File: src/rtl/idet_pkg.sv
package idet_pkg;

  typedef struct packed {
    logic       ctrl;
    logic [7:0] data;
  } xchar_t;

  localparam logic [7:0] IDLE_CODE = 8'h07;
  localparam xchar_t     IDLE_CHAR = '{ctrl: 1'b1, data: IDLE_CODE};

  typedef enum logic {
    ST_NOPEND = 1'b0,
    ST_PEND   = 1'b1
  } pend_state_e;

  // only the control code 0x07 counts as idle
  function automatic logic is_busy(input xchar_t c);
    return !(c.ctrl && (c.data == IDLE_CODE));
  endfunction

  function automatic int window_len(input int sync_c, input int delim_c, input int lead_c);
    return sync_c + delim_c + lead_c;
  endfunction

endpackage

File: src/rtl/idet_delay_line.sv
module idet_delay_line
  import idet_pkg::*;
#(
  parameter int DEPTH = 48,
  parameter int WATCH = 32
) (
  input  logic   clk,
  input  logic   rst,
  input  logic   push,
  input  xchar_t din,
  output xchar_t far_tap,
  output xchar_t tail
);

  xchar_t line [DEPTH];

  genvar gi;
  generate
    for (gi = 0; gi < DEPTH; gi++) begin : g_stage
      if (gi == 0) begin : g_head
        always_ff @(posedge clk) begin
          if (rst)       line[gi] <= IDLE_CHAR;
          else if (push) line[gi] <= din;
        end
      end else begin : g_body
        always_ff @(posedge clk) begin
          if (rst)       line[gi] <= IDLE_CHAR;
          else if (push) line[gi] <= line[gi-1];
        end
      end
    end
  endgenerate

  // oldest character inside the watched window, leaves it on the next push
  assign far_tap = line[WATCH-1];
  assign tail    = line[DEPTH-1];

  a_r3_line_frozen: assert property (@(posedge clk) disable iff (rst)
    !push |=> ($stable(far_tap) && $stable(tail)));

  a_r2_line_shift: assert property (@(posedge clk) disable iff (rst)
    push |=> (line[0] == $past(din)));

endmodule

File: src/rtl/idet_window_count.sv
module idet_window_count #(
  parameter int WATCH = 32,
  localparam int CW   = $clog2(WATCH + 1)
) (
  input  logic          clk,
  input  logic          rst,
  input  logic          push,
  input  logic          busy_in,
  input  logic          busy_leave,
  output logic [CW-1:0] cnt,
  output logic          next_zero
);

  logic [CW-1:0] cnt_next;

  always_comb begin
    cnt_next = cnt;
    if (push) cnt_next = cnt + CW'(busy_in) - CW'(busy_leave);
  end

  assign next_zero = (cnt_next == '0);

  always_ff @(posedge clk) begin
    if (rst) cnt <= '0;
    else     cnt <= cnt_next;
  end

  a_r7_cnt_bound: assert property (@(posedge clk) disable iff (rst)
    cnt <= CW'(WATCH));

  a_r7_no_underflow: assert property (@(posedge clk) disable iff (rst)
    (push && (cnt == '0)) |-> !busy_leave);

endmodule

File: src/rtl/idet_pend_fsm.sv
module idet_pend_fsm
  import idet_pkg::*;
(
  input  logic clk,
  input  logic rst,
  input  logic push,
  input  logic busy_in,
  input  logic next_zero,
  output logic pend
);

  pend_state_e state, state_n;

  always_comb begin
    state_n = state;
    unique case (state)
      ST_NOPEND: if (push && busy_in)   state_n = ST_PEND;
      ST_PEND:   if (push && next_zero) state_n = ST_NOPEND;
      default:   state_n = ST_NOPEND;
    endcase
  end

  always_ff @(posedge clk) begin
    if (rst) state <= ST_NOPEND;
    else     state <= state_n;
  end

  assign pend = (state == ST_PEND);

  a_r4_rise: assert property (@(posedge clk) disable iff (rst)
    (push && busy_in) |=> pend);

endmodule

File: src/rtl/idle_pend_detect.sv
module idle_pend_detect
  import idet_pkg::*;
#(
  parameter int SYNC_CHARS  = 8,
  parameter int DELIM_CHARS = 8,
  parameter int LEAD_IDLES  = 16,
  parameter int DEPTH       = 48
) (
  input  logic       clk,
  input  logic       rst,
  input  logic       in_vld,
  input  logic [7:0] in_data,
  input  logic       in_ctrl,
  output logic       out_vld,
  output logic [7:0] out_data,
  output logic       out_ctrl,
  output logic       data_pending
);

  localparam int WATCH = window_len(SYNC_CHARS, DELIM_CHARS, LEAD_IDLES);
  localparam int CW    = $clog2(WATCH + 1);

  xchar_t        din, far_tap, tail, out_q;
  logic          busy_in, busy_leave, next_zero;
  logic [CW-1:0] win_cnt;

  assign din        = '{ctrl: in_ctrl, data: in_data};
  assign busy_in    = is_busy(din);
  assign busy_leave = is_busy(far_tap);

  idet_delay_line #(.DEPTH(DEPTH), .WATCH(WATCH)) u_line (
    .clk(clk), .rst(rst), .push(in_vld), .din(din),
    .far_tap(far_tap), .tail(tail)
  );

  idet_window_count #(.WATCH(WATCH)) u_count (
    .clk(clk), .rst(rst), .push(in_vld), .busy_in(busy_in),
    .busy_leave(busy_leave), .cnt(win_cnt), .next_zero(next_zero)
  );

  idet_pend_fsm u_fsm (
    .clk(clk), .rst(rst), .push(in_vld), .busy_in(busy_in),
    .next_zero(next_zero), .pend(data_pending)
  );

  always_ff @(posedge clk) begin
    if (rst) begin
      out_q   <= IDLE_CHAR;
      out_vld <= 1'b0;
    end else begin
      out_vld <= in_vld;
      if (in_vld) out_q <= tail;
    end
  end

  assign out_data = out_q.data;
  assign out_ctrl = out_q.ctrl;

  a_r1_reset: assert property (@(posedge clk)
    rst |=> (!data_pending && !out_vld && out_ctrl && (out_data == IDLE_CODE)));

  a_r5_link: assert property (@(posedge clk) disable iff (rst)
    data_pending == (win_cnt != '0));

  a_r3_hold: assert property (@(posedge clk) disable iff (rst)
    !in_vld |=> ($stable(data_pending) && !out_vld && $stable(out_data) && $stable(out_ctrl)));

  a_r6_idle_quiet: assert property (@(posedge clk) disable iff (rst)
    (in_vld && in_ctrl && (in_data == 8'h07) && !data_pending) |=> !data_pending);

endmodule

File: config.mk
export PLATFORM = sky130hd
export DESIGN_NAME = idle_pend_detect
export DESIGN_NICKNAME = d
export VERILOG_FILES = /design/src/rtl/idet_pkg.sv /design/src/rtl/idet_delay_line.sv /design/src/rtl/idet_window_count.sv /design/src/rtl/idet_pend_fsm.sv /design/src/rtl/idle_pend_detect.sv
export SDC_FILE = /design/constraint.sdc
export NUM_CORES = 1
export LEC_CHECK = 0
export BUFFER_PORTS_ARGS = -buffer_cell sky130_fd_sc_hd__buf_2
export CORE_MARGIN = 3
export CORE_UTILIZATION = 35
export DETAILED_ROUTE_END_ITERATION = 10
export PLACE_DENSITY_LB_ADDON = 0.05
export RECOVER_POWER = 100
export SLEW_MARGIN = 20
export SYNTH_ARGS = -nofsm -noshare
export SYNTH_HDL_FRONTEND = slang
export SYNTH_HIERARCHICAL = 1
export SYNTH_SLANG_ARGS = --single-unit
export TNS_END_PERCENT = 50
File: constraint.sdc
create_clock -name clk -period 19.93 [get_ports clk]
set_clock_uncertainty 0.15 [all_clocks]
set_input_delay 0.9965 -clock clk [delete_from_list [all_inputs] [get_ports clk]]
set_output_delay 0.9965 -clock clk [all_outputs]
set_load 0.01 [all_outputs]
==> results of run 1 <==
## metal layers
layer | share of wire (%) | vias up | wire, um | track usage, %
met5 | 0 | - | 0 | 0
met4 | 2.5 | 0 | 714 | 4.01
met3 | 3.5 | 50 | 997 | 2.24
met2 | 42 | 82 | 11800 | 13.2
met1 | 52 | 4318 | 14600 | 15.2
li1 | - | 4083 | - | -
## logic make-up (layout without fill, tap and decap cells)
| kind of cell | after synthesis | after routing |
|---|---|---|
| xor+xnor | 1 | 1 |
| simple gates | 471 | 471 |
| compound gates | 22 | 22 |
| fa+ha+maj | 7 | 7 |
| buf+inv | 125 | 136 |
| mux | 7 | 7 |
| flops | 449 | 449 |
## per-stage QoR
stage,instances,utilization [%],setup WS (ns)
after detailed placement,1679,36.2,15.10
after CTS,1773,39.5,15.74
final,1773,39.4,9.95
after floorplan,1082,-,12.57
after global placement,1679,36.2,15.14
after global routing,1773,39.4,8.74
## final cells by class
class / count / area [um2]
clock buffer: 76 / 1470
clock inverter: 18 / 230
fill: 4813 / 31500
inverter: 8 / 30.0
multi-input combinational: 508 / 4390
sequential: 449 / 13300
tap: 680 / 851
timing repair buffer: 34 / 180
## how the worst min path moves through the flow
stage	slack (ns)	startpoint	to
2_1_floorplan	0.33	u_line/line[0][91]	u_line/line[0][100]
3_3_place_gp	0.30	u_line/line[2][143]	out_ctrl
3_5_place_dp	0.30	u_line/line[2][143]	out_ctrl
4_1_cts	0.31	u_line/line[2][143]	out_ctrl
5_1_grt	0.32	u_line/line[2][137]	out_data[2]
6_report	0.31	u_line/line[2][137]	out_data[2]
## synthesized netlist by cell type, types with 2 or more instances
master,count
nand4b_1,2
nor4b_1,2
a21o_1,2
ha_1,6
nor2_1,9
a21oi_1,2
or3b_2,60
clkbuf_1,28
nand3b_1,2
and3b_1,242
or3b_1,133
o2111ai_1,2
inv_1,8
buf_2,30
edfxtp_1,432
buf_4,25
nand2b_1,2
nor2b_1,7
a211o_2,3
o211ai_1,3
a31oi_1,2
dfxtp_1,17
mux2i_1,7
nand3_1,2
buf_6,31
## registers in the layout (all words and copies together), names as in the netlist
register and cells:
u_fsm/pend 1, u_line/line 432, out_data 8, out_vld 1, u_count/cnt 6, out_ctrl 1
## power breakdown
| group | internal [uW] | switching (uW) |
|---|---|---|
| logic | 45.4 | 72.5 |
| clock network | 573 | 371 |
| registers | 1070 | 11.4 |
## worst max-delay path, cell delays in order
cell and delay [ns]:
clkbuf_1 2.45, or2_0 2.41, clkbuf_1 2.98, buf_4 1.06
==> impl_results.md, run 1 <==
* First-pass GRT wire length at 46.5 mm
* Overall power at 2150 uW
* Starting density of the core at 35.8%
* Syn_nets at 1101
* Placement Cell Area at 18800 um2
* NumNets Final at 1070
* P&R area growth vs syn at 10.2%
* DR vias/cell at 4.81
* RSZ-0062 raised after global routing: false
* PwrDens at 105 nW/um2
* Vias in the first global route at 8359
* Seq/Total Area, Yosys at 71.7%
* CTS H-tree depth at 2
* CTS Root Cell: clkbuf_16
* Vert. Die Dim at 236 um
* Crit path capture type: register
* Total die area at 55900 um2
* Setup violators final at 0
* Synth Instances at 1082
* Final Wtd Congestion at 0.654
* Gr usage total at 9.85%
* Main flop type after synthesis: edfxtp_1
* Hold buffers post-CTS at 0
* Crit path DAT at 10.03 ns
* DR vias at 8533
* Synth Area in Compound Gates at 0.990%
* CP Capture Point: u_line/line[2][110]
* Remaining DRCs at 0
* Cell area after layout at 20500 um2
* Final setup TNS at 0 ns
* Mapped Area at 18600 um2
* Hold path cells at 1
* Worst VDD drop at 0.0000565 V
* Synth area leader: edfxtp_1
* Flop2flop setup slack at 16.23 ns
* Run status: finished, violations left
* Gr ovfl total at 0
* Ys async rst share at 0%
* Cts repair resizes at 0
* Fin crit share at 50.1%
* Antenna-violating nets left at 0
* Main combinational cell family by area after synthesis: simple AND/OR/NAND/NOR gates
* Ports at 23
* Pre-Repair DR Iteration Count at 4
* Critical Path Source Type: input port
* Detailed Route Iter0 Violations at 595
* FF-to-FF path depth at 12
* Post-DP HPWL at 11.0 mm
* Static Leakage at 0.00749 uW
* Worst R2R End: u_fsm/pend
* Post-Route WL at 28.1 mm
* Post-synthesis mux area share at 0.377%
* Commonest non-fill, non-tap cell in the layout: edfxtp_1
* Avg Cell Area, Syn at 17.2 um2
* CTS sink count at 449
* Crit path kind: in2reg
* Main area contributors after synthesis: edfxtp_1, and3b_1, or3b_1
* Critical Path RT at 19.98 ns
* Highest clock rate at 0.100 GHz
* Most frequent cells in the layout: edfxtp_1, and3b_1, or3b_1
* Hold_ws at 0.309 ns
* Setup Fix Bufs, Post-CTS at 0
* Layout cell share with drive strength beyond 1 at 14.3%
* Crit path from: in_vld
* Initial antenna violation count at 0
* Synth cell types at 48
* Post-Synth XOR/XNOR Area at 0.0472%
* Pin count of the biggest net entering global routing at 145
* Worst hold path class: reg2reg
* Clk_lat worst skew at 0.58 ns
* Failing checks: max-capacitance violations, max-slew violations
* Crit path max fanout at 100
* Min cycle time layout at 9.98 ns
* CTS tree: built
* Worst rel slew slack at -177%
* Post-synthesis adder-cell area fraction at 0.512%
* Slew at the pin with the worst max-slew slack at 4.15 ns
* I/O Buffers at 22
* Max Cap Viol at 8
* Simple-Gate Fraction of Synth Area at 21.7%
* Max Slew Vio Count at 674
* CTS buffer count at 50
* Reg clk slew, reported paths at 0.06 ns
* Row count at 83
* Seq cells post-synth at 449
* Core Region at 51900 um2
* Number of synthesized flops with an enable pin at 432
* Wire length per cell at 15.9 um
* Worst r2r src: u_line/line[1][140]
* Hold Vio Cnt, Final at 0
* Max Root-Sink Buffers at 3
* Die boundary width at 236 um
* Synth top area share at 69.9%
* Synth Warn # at 6
* N_diodes at 0
Power figures use the tool's default switching activity.
==> run 2, diff against run 1 <==
- ABC_AREA: not set -> 1
- clock period: 19.93 -> 10.4 ns (I/O delays scaled with it)
==> impl_results.md, run 2 <==
* Run status: finished, violations left
* Failing checks: max-capacitance violations, max-slew violations
* Fin crit share at 54.4%
* Register Area at 13300 um2 (unchanged)
* Min cycle time layout at 5.66 ns
* Number of synthesized flops with an enable pin at 432 (unchanged)
* Mapped Area at 17700 um2 (-4.8%)
* Placed cells at 2135 (+27%)
* Multi-input gate area at 2140 um2 (-51%)
* Crit path capture type: register
* CTS tree: built
* Synth area leader: edfxtp_1
* Highest clock rate at 0.177 GHz
* Post-DP HPWL at 10.9 mm (-1.4%)
* Final Wtd Congestion at 0.651 (-0.35%)
* Overall power at 3810 uW (+78%)
* Pre-Repair DR Iteration Count at 4 (unchanged)
* Vert. Die Dim at 231 um (-2.4%)
* Seq/Total Area, Yosys at 75.3% (+3.6 points)
* Ports at 23 (unchanged)
* Clk_lat worst skew at 0.56 ns (-0.02 ns)
* Crit path DAT at 5.69 ns (-4.34 ns)
* Fillers at 4887 (+1.5%)
* Most frequent cells in the layout: inv_1, edfxtp_1, nor2_1
* NumNets Final at 1543 (+44%)
* PwrDens at 195 nW/um2 (+86%)
* Slew at the pin with the worst max-slew slack at 3.99 ns (-0.166 ns)
* Synth cell types at 23 (-52%)
* Placement Cell Area at 18300 um2 (-3.0%)
* Setup Fix Bufs, Post-CTS at 0 (unchanged)
* Main flop type after synthesis: edfxtp_1
* DR vias/cell at 4.03 (-16%)
* Top reg by flops: u_line/line
* Starting density of the core at 35.7% (about the same)
* Max Cap Viol at 7 (-1)
* Hold Vio Cnt, Final at 0 (unchanged)
* Cell area after layout at 19600 um2 (-4.2%)
* Ys async rst share at 0% (unchanged)
* RSZ-0062 raised after global routing: false
* Fin cells at 2225 (+25%)
* Max FFs per register at 432 (unchanged)
* Synth Instances at 1508 (+39%)
* Layout cell share with drive strength beyond 1 at 5.51% (-8.8 points)
* Routed met3 length at 1.05 mm (+5.5%)
* Critical Path Source Type: input port
* I/O Buffers at 22 (unchanged)
* CTS H-tree depth at 2 (unchanged)
* Critical Path RT at 10.43 ns (-9.55 ns)
* Flop2flop setup slack at 7.40 ns (-8.83 ns)
* Antenna-violating nets left at 0 (unchanged)
* Crit path max fanout at 78 (-22%)
* Wl on met1 at 11.7 mm (-20%)
* Synth Warn # at 6 (unchanged)
* Commonest non-fill, non-tap cell in the layout: inv_1
* Gr usage total at 9.30% (-0.55 points)
* Pin count of the biggest net entering global routing at 196 (+35%)
* Post-Route WL at 23.8 mm (-15%)
* Cts repair resizes at 0 (unchanged)
* Worst VDD drop at 0.0000971 V (+72%)
* CTS sink count at 449 (unchanged)
* Row count at 81 (-2.4%)
* P&R area growth vs syn at 10.8%
* Setup violators final at 0 (unchanged)
* Die boundary width at 231 um (-2.4%)
* Remaining DRCs at 0 (unchanged)
* First-pass GRT wire length at 41.8 mm (-10%)
* Seq cells post-synth at 449 (unchanged)
* Total die area at 53300 um2 (-4.7%)
* CTS buffer count at 51 (+2.0%)
* Most numerous cell in the Yosys netlist: inv_1
* Gr ovfl total at 0 (unchanged)
* Worst rel slew slack at -166% (+11 points)
* Syn_nets at 1527 (+39%)
* Highest routed layer: met4
* Vias in the first global route at 8802 (+5.3%)
* Max Slew Vio Count at 537 (-20%)
* Static Leakage at 0.00836 uW (+12%)
* Hold buffers post-CTS at 0 (unchanged)
* Synth top area share at 73.4% (+3.5 points)
* Final setup TNS at 0 ns (unchanged)
* Initial antenna violation count at 0 (unchanged)
* Reg clk slew, reported paths at 0.05 ns (about the same)
* Detailed Route Iter0 Violations at 509 (-14%)
* Hold_ws at 0.0836 ns (-0.226 ns)
* Main area contributors after synthesis: edfxtp_1, inv_1, nor2_1
* Wire length per cell at 10.7 um (-33%)
* Metal2 WL at 10.2 mm (-13%)
* Crit path kind: in2reg
* Max Root-Sink Buffers at 3 (unchanged)
* CTS Root Cell: clkbuf_16
* DR vias at 8971 (+5.1%)
* Core Region at 49500 um2 (-4.8%)
* Avg Cell Area, Syn at 11.7 um2 (-32%)
* Worst hold path class: in2reg
* Post-synth top cells: inv_1, edfxtp_1, nor2_1
run 2: cell types whose count changed after synthesis, moves of 26 or more:
| cell | previous run | this run |
|---|---|---|
| nand2_1 | 1 | 225 |
| clkbuf_1 | 28 | 0 |
| nor2_1 | 9 | 255 |
| or3b_1 | 133 | 0 |
| buf_4 | 25 | 51 |
| and3b_1 | 242 | 0 |
| buf_6 | 31 | 1 |
| inv_1 | 8 | 454 |
| or3b_2 | 60 | 0 |
run 2: layer usage:
layer  track usage, %  up-vias
met1             12.4     4238
met4             4.32        0
met5                0        -
met2             14.3       96
met3             2.39       63
li1                 -     4574
run 2: power by group:
part	leakage (uW)	internal, uW	total [uW]	switching, uW
registers	0.00423	2050	2070	19.1
clock network	0.000709	894	1570	674
logic	0.00342	49.2	172	123
total	0.00836	3000	3810	817
run 2: cells by family (layout without fill, tap and decap cells):
family / after synthesis / in the layout / synth area share [%]
xor+xnor: 2 / 2 / 0.0991
fa+ha+maj: 7 / 7 / 0.538
simple gates: 512 / 512 / 11.2
other cells: 0 / 1 / 0
flops: 449 / 449 / 75.3
compound gates: 13 / 13 / 0.432
buf+inv: 525 / 577 / 12.4
run 2: layout make-up:
class                      instances  area share (%)
multi-input combinational        534            10.9
timing repair buffer              29           0.741
inverter                         459            8.80
clock inverter                    23           0.530
antenna                            1          0.0128
tap                              664            4.24
sequential                       449            67.9
clock buffer                      66            6.80
run 2: metrics by stage:
step,worst slack [ns],utilization (%)
after global routing,3.71,39.6
after floorplan,3.98,-
final,4.74,39.6
after global placement,7.10,36.9
after CTS,7.43,39.8
after detailed placement,7.05,36.9
run 2: worst paths after layout:
path,start,end,cells past startpoint
worst min-delay path,in_data[2],u_line/line[0][2],3
worst min register to register,out_ctrl,out_ctrl,2
worst max-delay path,in_vld,u_line/line[1][135],5
worst max register to register,u_line/line[1][138],u_fsm/pend,16
run 2: critical path, cell delays in order:
cell and delay (ns):
clkbuf_1 0.56, inv_1 0.13, nor2_1 1.96, clkbuf_1 2.29
nand2_1 0.16
==> run 3, diff against run 2 <==
- clock period: 10.4 -> 4.8 ns (I/O delays scaled with it)
==> impl_results.md, run 3 (synthesis gave the netlist of run 2 again) <==
* Top reg by flops: u_line/line
* Cts repair resizes at 0 (unchanged)
* Slew at the pin with the worst max-slew slack at 1.51 ns (-2.47 ns)
* Clk_lat worst skew at 0.56 ns (about the same)
* CTS sink count at 449 (unchanged)
* Vert. Die Dim at 231 um (unchanged)
* Cell area after layout at 19900 um2 (+1.6%)
* Crit path capture type: register
* Static Leakage at 0.00849 uW (+1.5%)
* Fin crit share at 70.3%
* Pre-Repair DR Iteration Count at 4 (unchanged)
* Hold_ws at 0.304 ns (+0.220 ns)
* Antenna-violating nets left at 0 (unchanged)
* DR vias/cell at 4.06 (+0.79%)
* Crit path max fanout at 102 (+31%)
* Hold Vio Cnt, Final at 0 (unchanged)
* Post-DP HPWL at 11.4 mm (+5.5%)
* Worst VDD drop at 0.000246 V (+150%)
* Row count at 81 (unchanged)
* Gr ovfl total at 0 (unchanged)
* CTS H-tree depth at 2 (unchanged)
* Crit path kind: in2reg
* Wire length per cell at 10.9 um (+2.2%)
* Final setup TNS at 0 ns (unchanged)
* Max Slew Vio Count at 34 (-94%)
* Run status: finished, violations left
* Starting density of the core at 35.7% (unchanged)
* PwrDens at 424 nW/um2 (+120%)
* Commonest non-fill, non-tap cell in the layout: inv_1
* Setup violators final at 0 (unchanged)
* N_diodes at 0 (-1)
* First-pass GRT wire length at 43.0 mm (+3.0%)
* CTS tree: built
* Crit path DAT at 3.40 ns (-2.29 ns)
* Max Root-Sink Buffers at 3 (unchanged)
* Most frequent cells in the layout: inv_1, edfxtp_1, nor2_1
* CTS Root Cell: clkbuf_16
* Detailed Route Iter0 Violations at 637 (+25%)
* Placement Cell Area at 18300 um2 (+0.44%)
* Pin count of the biggest net entering global routing at 193 (-1.5%)
* Failing checks: max-capacitance violations, max-slew violations
* Vias in the first global route at 9188 (+4.4%)
* Critical Path Source Type: input port
* Core Region at 49500 um2 (unchanged)
* NumNets Final at 1557 (+0.91%)
* RSZ-0062 raised after global routing: false
* Initial antenna violation count at 0 (unchanged)
* Gr usage total at 9.59% (+0.29 points)
* Final Wtd Congestion at 0.687 (+5.4%)
* Die boundary width at 231 um (unchanged)
* Reg clk slew, reported paths at 0.05 ns (about the same)
* Worst rel slew slack at -0.839% (+160 points)
* Highest clock rate at 0.296 GHz
* Ports at 23 (unchanged)
* Worst hold path class: reg2reg
* DR vias at 9103 (+1.5%)
* CTS buffer count at 50 (-2.0%)
* Layout cell share with drive strength beyond 1 at 5.90% (+0.39 points)
* Remaining DRCs at 0 (unchanged)
* Min cycle time layout at 3.38 ns
* I/O Buffers at 22 (unchanged)
* Post-Route WL at 24.5 mm (+2.9%)
* Max FFs per register at 432 (unchanged)
* Max Cap Viol at 1 (-6)
* P&R area growth vs syn at 12.6%
* Critical Path RT at 4.82 ns (-5.61 ns)
* Total die area at 53300 um2 (unchanged)
## run 3: cell types whose count changed in the layout (fill, tap and decap cells not counted), sizes merged
cell         delta
clkinv         -13
buf             +5
bufinv          +1
dlygate4sd3    +11
diode           -1
inv             -1
clkbuf         +12
clkinvlp        +1
## run 3: cell type report
type                            instances  area [um2]
Timing Repair Buffer                   44         339
Sequential cell                       449       13300
Multi-Input combinational cell        534        2170
Tap cell                              664         831
Clock inverter                         11        75.1
Inverter                              459        1720
Fill cell                            4930       29600
Clock buffer                           79        1450
## run 3: worst max-delay path: stages
cell           delay (ns)
dlygate4sd3_1        0.52
clkbuf_1             0.65
inv_1                0.27
nand2_8              0.67
clkbuf_1             0.97
## run 3: routing by layer
layer	global-route usage (%)	share of wire, %
met1	12.3	48
met2	15.4	45
met3	2.52	4.2
met4	4.11	2.9
met5	0	0
## run 3: path summary, 6_finish.rpt
kind | start | end | slack [ns] | cells after the start
worst max-delay path | in_vld | u_line/line[1][112] | 1.42 | 5
worst min-delay path | out_data[2] | out_data[2] | 0.30 | 2
worst max register to register | u_line/line[1][138] | u_fsm/pend | 2.11 | 16
worst min register to register | out_data[2] | out_data[2] | 0.30 | 2
## run 3: through the flow
stage	instances	setup WS, ns	util, %	power (uW)
2_1_floorplan	1508	0.949	-	4900
3_3_place_gp	2139	2.10	37.1	4970
3_5_place_dp	2139	2.10	37.1	4970
4_1_cts	2240	2.14	40.4	8650
5_1_grt	2240	1.11	40.2	8850
6_report	2240	1.42	40.2	8430
## run 3: power by group
group	switching (uW)	internal (uW)	total, uW
clock	1450	2120	3560
combinational	272	115	387
sequential	41.8	4440	4480
## run 3: repair_timing
| item | in CTS | in global routing |
|---|---|---|
| endpoints found under the hold margin | 21 | 0 |
| buffers inserted | 0 | 0 |
| hold buffers | 11 | 0 |
